<file path="src/rtl/rank_pin_pkg.sv">
package rank_pin_pkg;
  localparam int MAX_RANKS = 4;

  typedef struct packed {
    logic [MAX_RANKS-1:0] sampleEn;
    logic                 ckeRelease;
  } pinCtl_t;
endpackage

</file>
<file path="src/rtl/rank_pin_ctrl.sv">
module rank_pin_ctrl
  import rank_pin_pkg::*;
#(
  parameter int NUM_RANKS = MAX_RANKS
) (
  input  logic                 clk,
  input  logic                 rstN,
  input  logic                 initWr,
  input  logic                 initWrData,
  input  logic                 selfRefresh,
  input  logic [NUM_RANKS-1:0] rankIdle,
  output logic                 initDone,
  output pinCtl_t              ctl
);
  logic initDoneQ;

  always_ff @(posedge clk or negedge rstN) begin
    if (!rstN)       initDoneQ <= 1'b0;
    else if (initWr) initDoneQ <= initWrData;
  end

  always_comb begin
    ctl = '0;
    ctl.sampleEn[NUM_RANKS-1:0] = {NUM_RANKS{~initDoneQ}} | rankIdle;
    ctl.ckeRelease = initDoneQ & ~selfRefresh;
  end

  assign initDone = initDoneQ;

  // without a write the bit keeps its value
  p_init_hold_r7: assert property (@(posedge clk) disable iff (!rstN)
    (!initWr) |=> (initDone == $past(initDone)));

  // a write lands after the edge
  p_init_load_r7: assert property (@(posedge clk) disable iff (!rstN)
    initWr |=> (initDone == $past(initWrData)));
endmodule

</file>
<file path="src/rtl/rank_pin_dp.sv">
module rank_pin_dp
  import rank_pin_pkg::*;
#(
  parameter int NUM_RANKS = MAX_RANKS
) (
  input  logic                 clk,
  input  logic                 rstN,
  input  pinCtl_t              ctl,
  input  logic [NUM_RANKS-1:0] popMask,
  input  logic                 triEn,
  input  logic [NUM_RANKS-1:0] ckeReq,
  input  logic [NUM_RANKS-1:0] csReq,
  input  logic [NUM_RANKS-1:0] rdValidIn,
  output logic [NUM_RANKS-1:0] ckeOut,
  output logic [NUM_RANKS-1:0] ckeOe,
  output logic [NUM_RANKS-1:0] csOut,
  output logic [NUM_RANKS-1:0] csOe,
  output logic [NUM_RANKS-1:0] rxEn,
  output logic [NUM_RANKS-1:0] rdValidOut
);
  logic [NUM_RANKS-1:0] popQ;
  logic [NUM_RANKS-1:0] triQ;
  logic [NUM_RANKS-1:0] rankOff;

  for (genvar r = 0; r < NUM_RANKS; r++) begin : g_rank
    always_ff @(posedge clk or negedge rstN) begin
      if (!rstN) begin
        popQ[r] <= 1'b1;
        triQ[r] <= 1'b0;
      end else if (ctl.sampleEn[r]) begin
        popQ[r] <= popMask[r];
        triQ[r] <= triEn;
      end
    end

    assign rankOff[r]    = triQ[r] & ~popQ[r];
    assign ckeOe[r]      = ~rankOff[r];
    assign csOe[r]       = ~rankOff[r];
    assign rxEn[r]       = ~rankOff[r];
    assign ckeOut[r]     = ctl.ckeRelease & ckeReq[r] & ~rankOff[r];
    assign csOut[r]      = rankOff[r] | csReq[r];
    assign rdValidOut[r] = rdValidIn[r] & ~rankOff[r];

    // nothing reaches the core from a disabled receiver
    p_rx_gate_r5: assert property (@(posedge clk) disable iff (!rstN)
      !rxEn[r] |-> !rdValidOut[r]);

    // a capture takes effect right after the edge
    p_capture_r4: assert property (@(posedge clk) disable iff (!rstN)
      ctl.sampleEn[r] |=> (ckeOe[r] == !($past(triEn) && !$past(popMask[r]))));
  end
endmodule

</file>
<file path="src/rtl/rank_pin_gate.sv">
module rank_pin_gate
  import rank_pin_pkg::*;
#(
  parameter int NUM_RANKS = MAX_RANKS
) (
  input  logic                 clk,
  input  logic                 rstN,
  input  logic                 initWr,
  input  logic                 initWrData,
  input  logic [NUM_RANKS-1:0] popMask,
  input  logic                 triEn,
  input  logic [NUM_RANKS-1:0] rankIdle,
  input  logic [NUM_RANKS-1:0] ckeReq,
  input  logic [NUM_RANKS-1:0] csReq,
  input  logic                 selfRefresh,
  input  logic [NUM_RANKS-1:0] rdValidIn,
  output logic [NUM_RANKS-1:0] ckeOut,
  output logic [NUM_RANKS-1:0] ckeOe,
  output logic [NUM_RANKS-1:0] csOut,
  output logic [NUM_RANKS-1:0] csOe,
  output logic [NUM_RANKS-1:0] rxEn,
  output logic [NUM_RANKS-1:0] rdValidOut,
  output logic                 initDone
);
  pinCtl_t ctl;

  rank_pin_ctrl #(.NUM_RANKS(NUM_RANKS)) ctrl_i (
    .clk(clk), .rstN(rstN), .initWr(initWr), .initWrData(initWrData),
    .selfRefresh(selfRefresh), .rankIdle(rankIdle),
    .initDone(initDone), .ctl(ctl)
  );

  rank_pin_dp #(.NUM_RANKS(NUM_RANKS)) dp_i (
    .clk(clk), .rstN(rstN), .ctl(ctl), .popMask(popMask), .triEn(triEn),
    .ckeReq(ckeReq), .csReq(csReq), .rdValidIn(rdValidIn),
    .ckeOut(ckeOut), .ckeOe(ckeOe), .csOut(csOut), .csOe(csOe),
    .rxEn(rxEn), .rdValidOut(rdValidOut)
  );

  // no clock-enable before software releases it
  p_cke_low_uninit_r1: assert property (@(posedge clk) disable iff (!rstN)
    !initDone |-> (ckeOut == '0));

  // self-refresh keeps every clock-enable low
  p_sr_cke_low_r6: assert property (@(posedge clk) disable iff (!rstN)
    selfRefresh |-> (ckeOut == '0));

  for (genvar r = 0; r < NUM_RANKS; r++) begin : g_chk
    // a busy rank keeps its drive state once initialized
    p_busy_stable_r8: assert property (@(posedge clk) disable iff (!rstN)
      (initDone && !rankIdle[r]) |=> $stable(ckeOe[r]));
  end
endmodule

</file>
<file path="config.mk">
export PLATFORM = sky130hd
export DESIGN_NAME = rank_pin_gate
export DESIGN_NICKNAME = d
export VERILOG_FILES = /design/src/rtl/rank_pin_pkg.sv /design/src/rtl/rank_pin_ctrl.sv /design/src/rtl/rank_pin_dp.sv /design/src/rtl/rank_pin_gate.sv
export SDC_FILE = /design/constraint.sdc
export NUM_CORES = 1
export LEC_CHECK = 0
export ABC_AREA = 1
export CORE_MARGIN = 3
export CORE_UTILIZATION = 32
export CTS_CLUSTER_SIZE = 14
export DETAILED_ROUTE_END_ITERATION = 7
export GPL_TIMING_DRIVEN = 0
export PLACE_DENSITY_LB_ADDON = 0.12
export SYNTH_ARGS = -nofsm -noshare
export SYNTH_HDL_FRONTEND = slang
export SYNTH_SLANG_ARGS = --single-unit
</file>
<file path="constraint.sdc">
create_clock -name clk -period 1 [get_ports clk]
set_input_delay 0.2 -clock clk [delete_from_list [all_inputs] [get_ports clk]]
set_output_delay 0.2 -clock clk [all_outputs]
set_load 0.02 [all_outputs]
</file>
Yosys cells after proc, flatten, opt, wreduce, memory -nomap -nowiden
Index checks and enable logic that the tools add are counted.
{"block": "word_totals", "reg_bits": 9, "inputBits": 26, "out_inout_bits": 25, "elab_cells": 41}
{"block": "classes", "n_bitwise": 32}
{"op": "AND 1 bit", "n": 17}
{"op": "inverter 1 bit", "n": 10}
{"op": "OR 1 bit", "n": 4}
{"op": "OR 4 bit", "n": 1}

Logic depth before layout (Yosys ltp)
{"block": "logic_depth", "word_depth": 4, "depth_mapped": 4}

Hierarchy
From an unflattened synthesis, not the netlist that was laid out.
{"block": "unflattened", "hier_cells": 79, "hier_area_um2": 553.0}
{"module": "rank_pin_dp", "n_inst": 1, "cells_each": 64, "area_each_um2": 475.5, "seq_area_each_um2": 205.2}
{"module": "rank_pin_ctrl", "n_inst": 1, "cells_each": 15, "area_each_um2": 77.6, "seq_area_each_um2": 25.0}

Least setup slack after synthesis
Ideal clock, no wire load.
{"block": "synth_timing", "path_kind": "reg-to-output", "start": "register ctrl_i.initDoneQ, in the netlist ctrl_i.initDone", "end": "output ckeOut[0]", "arrival_ns": 0.984, "setup_slack_ns": -0.184, "stages_incl_launch_ff": 5, "n_path_buf": 2, "path_cell_list": "dfrtp_1 > buf_6 > buf_12 > nand3_2 > nor2_2"}
{"block": "synth_via", "elab_chain_len": 3}
{"item": "start: declaration", "line_no": "rank_pin_ctrl.sv:15", "source": "logic initDoneQ;"}
{"item": "start signal: assignment", "line_no": "rank_pin_ctrl.sv:19", "source": "else if (initWr) initDoneQ <= initWrData;"}
{"item": "AND 1 bit", "line_no": "rank_pin_ctrl.sv:25", "source": "ctl.ckeRelease = initDoneQ & ~selfRefresh;"}
{"item": "AND 1 bit (2 in series)", "line_no": "rank_pin_dp.sv:40", "source": "assign ckeOut[r] = ctl.ckeRelease & ckeReq[r] & ~rankOff[r];"}
{"item": "end: declaration", "line_no": "rank_pin_gate.sv:17", "source": "output logic [NUM_RANKS-1:0] ckeOut,"}
No other way between the ends.

Worst setup path in the final report
{"block": "layout_timing", "start": "register dp_i.triQ[0]", "end": "output csOe[0]"}
{"block": "layout_via", "elab_chain_len": 2}
{"item": "start: declaration", "line_no": "rank_pin_dp.sv:22", "source": "logic [NUM_RANKS-1:0] triQ;"}
{"item": "start signal: indexed assignment", "line_no": "rank_pin_dp.sv:32", "source": "triQ[r] <= triEn;"}
{"item": "AND 1 bit", "line_no": "rank_pin_dp.sv:36", "source": "assign rankOff[r] = triQ[r] & ~popQ[r];"}
{"item": "inverter 1 bit", "line_no": "rank_pin_dp.sv:38", "source": "assign csOe[r] = ~rankOff[r];"}
{"item": "end: declaration", "line_no": "rank_pin_gate.sv:20", "source": "output logic [NUM_RANKS-1:0] csOe,"}
No other way between the ends.

==> flow_summary.json <==
{
  "seq_area_frac_synth_pct": 36.3,
  "power_density_mw_per_mm2": 1040,
  "syn_inst": 91,
  "clk_path_buf_depth": 2,
  "clock-root-buffer": "clkbuf_4",
  "pre_cts_slack_ps": -679,
  "clock_skew_ps": 4.95,
  "vias_per_cell": 4.41,
  "fin_ws_ps": -390,
  "clkSinkCount": 9,
  "crit_slowest_cell": "dfrtp_1",
  "drt_wl_total_mm": 2.32,
  "hp-class": "in -> async",
  "yosysWarningCount": 0,
  "routabilityCongestion": 0.668,
  "critPathMaxFanout": 4,
  "syn_to_final_growth_pct": 137,
  "r2r_cells": 6,
  "p_clk_share_pct": 17.3,
  "htreeDepth": 1,
  "cts_tree": "built",
  "grt_pass1_vias": 745,
  "diodes": 0,
  "status": "complete, but fails checks",
  "die_h_um": 50.5,
  "ys_types": 14,
  "port_buffers": 50,
  "p_seq_share_pct": 28.5,
  "finalSetupViolCount": 33,
  "grt_first_pass_wirelength_mm": 3.26,
  "hold_buffers": 0,
  "fin_crit_sh_pct": 139,
  "fin_crit_ps": 1390,
  "rsz0062_at_grt": "true",
  "ys_ff_latch": 9,
  "rr_startpoint": "ctrl_i.initDone",
  "drive_gt1_share_pct": 61.3,
  "power_leakage_uw": 0.000727,
  "final_nets": 182,
  "synth_top_area_share_pct": 19.7,
  "die_area_sq_mm": 0.00255,
  "antenna_found_initial": 0,
  "wire_per_inst_um": 12.9,
  "synth.cell_area_sq_um": 634,
  "crit_type": "reg -> out",
  "critPathMaxStageDelay_ps": 380,
  "violations": "setup timing",
  "cpMostUsedCell": "buf_6",
  "start_util_pct": 35.2,
  "drt-initial-drc-count": 3,
  "die_w_um": 50.5,
  "cts_buffers": 3,
  "ir_worst_vdd_uv": 738,
  "drc": 0,
  "yosysTopAreaCell": "dfrtp_1",
  "drv_cap": 0,
  "p_switching_uw": 544,
  "synth.avg_cell_area_sq_um": 6.97,
  "track_usage_pct": 16.8,
  "tightest_slew_ps": 402,
  "num_vias": 794,
  "grt_start_max_net_pins": 10,
  "dpl.hpwl_mm": 1.49,
  "holdWs_ps": 240,
  "path_clk_slew_ps": 60,
  "hold_violations": 0,
  "dr.pass1.iters": 2,
  "io_pins": 51,
  "postRouteAntennaNets": 0,
  "pwr-share-comb_pct": 54.2,
  "r2r_end": "dp_i.triQ[3]",
  "cp-start-kind": "flip-flop",
  "r2r_slack_ps": -130,
  "slew_violations": 0,
  "critPathArrivalTime_ps": 1190,
  "fmax_mhz": 719,
  "rows": 15,
  "clkLatencyLatePin_ps": 250,
  "cp.buffers_inverters": 4,
  "switching_share_pct": 34.8,
  "ys_top_cells_by_area": "dfrtp_1 (20%), dfstp_2 (17%), nand2_1 (15%), buf_4 (9.5%), inv_1 (8.3%)",
  "overflow": 0,
  "crit_family": "flip-flops",
  "design.core.area_sq_mm": 0.00180,
  "crit_chain": "inv_2 > nor2_4 > inv_4 > buf_6 > buf_6",
  "synthesis.nets": 117,
  "cp-end-kind": "primary output",
  "p_int_uw": 1020,
  "critPathLaunch": "dp_i.triQ[0]",
  "cp_data_required_time_ps": 800,
  "slew_headroom_pct": 73.1
}
final cells by class:
cell class                 count  area (sq um)
clock buffer                   4          26.3
inverter                      22           100
fill                         110           298
multi-input combinational     50           372
tap                           25          31.3
timing repair buffer          60           622
buffer                        10           121
sequential                     9           231
synth_stat cells, drive strengths merged:
cell type / instances
nand2: 25
dfstp: 4
buf: 10
nand3: 12
clkinv: 5
dfrtp: 5
o21ai: 1
inv: 17
nor2: 12
sequential cells by signal, indices dropped and copies added, names as in the netlist:
register,cells
dp_i.triQ,4
ctrl_i.initDone,1
dp_i.popQ,4
cells in the final DEF (no fill, tap or decap), types with 4 or more instances in the layout:
master,Yosys,final
nor2_4,0,6
inv_2,3,4
nand2_1,25,17
nor2_2,4,6
dfstp_2,4,4
buf_6,1,34
dfrtp_1,5,4
inv_1,14,9
inv_4,0,5
nand2_2,0,4
buf_4,8,9
clkdlybuf4s50_1,0,24
nand3_2,2,6
clkinv_2,5,4
nand2_4,0,4
per-stage QoR:
| step | util [%] | TNS [ps] | instance area, sq um | power, uW | instances |
|---|---|---|---|---|---|
| 6_report | 83.5 | -8750 | 1500 | 1560 | 180 |
| 5_1_grt | 83.5 | -10440 | 1500 | 1650 | 180 |
| 4_1_cts | 77.4 | -7670 | 1400 | 1490 | 175 |
| 3_5_place_dp | 71.5 | -13680 | 1290 | 1150 | 166 |
| 3_3_place_gp | 71.5 | -13430 | 1290 | 1130 | 166 |
| 2_1_floorplan | - | -334 | 756 | 839 | 91 |
worst max path at each step:
stage / cells after the start / endpoint / slack (ps)
after detailed placement: 5 / ckeOut[2] / -680
final: 5 / csOe[0] / -390
after global placement: 5 / ckeOut[3] / -680
after CTS: 4 / ckeOut[1] / -360
after global routing: 5 / csOe[0] / -440
after floorplan: 4 / ckeOut[0] / -90
metal layers:
| metal | GRT usage (%) | routed length [um] |
|---|---|---|
| met1 | 16.1 | 745 |
| met2 | 35.7 | 1400 |
| met3 | 3.56 | 148 |
| met4 | 2.69 | 25 |
| met5 | 0 | 0 |
what timing repair did:
| action | CTS | global route |
|---|---|---|
| pin swaps | 9 | 14 |
| setup endpoints to repair | 25 | 33 |
| resized for setup | 152 | 22 |
| buffers inserted | 5 | 7 |
| hold endpoints to repair | 0 | 0 |
worst reg2reg max path, cell delays in order (launching register included):
cell	delay, ps
dfrtp_2	410
buf_6	130
buf_12	130
buf_6	110
buf_12	130
nand3_2	60
nand2_1	50
logic make-up (layout without fill, tap and decap cells):
kind of cell | after synthesis | after routing | synth area share, %
and+or+nand+nor | 49 | 49 | 34.5
buffers and inverters | 32 | 96 | 28.4
DFF | 9 | 9 | 36.3
AOI/OAI and AO/OA | 1 | 1 | 0.788
power groups by stage:
stage	Clock, uW	Sequential (uW)	Combinational (uW)
2_1_floorplan	0	446	393
3_3_place_gp	0	444	686
3_5_place_dp	0	445	702
4_1_cts	275	441	773
5_1_grt	303	451	900
6_report	270	446	848
No activity file was read; power rests on OpenSTA's default activity.
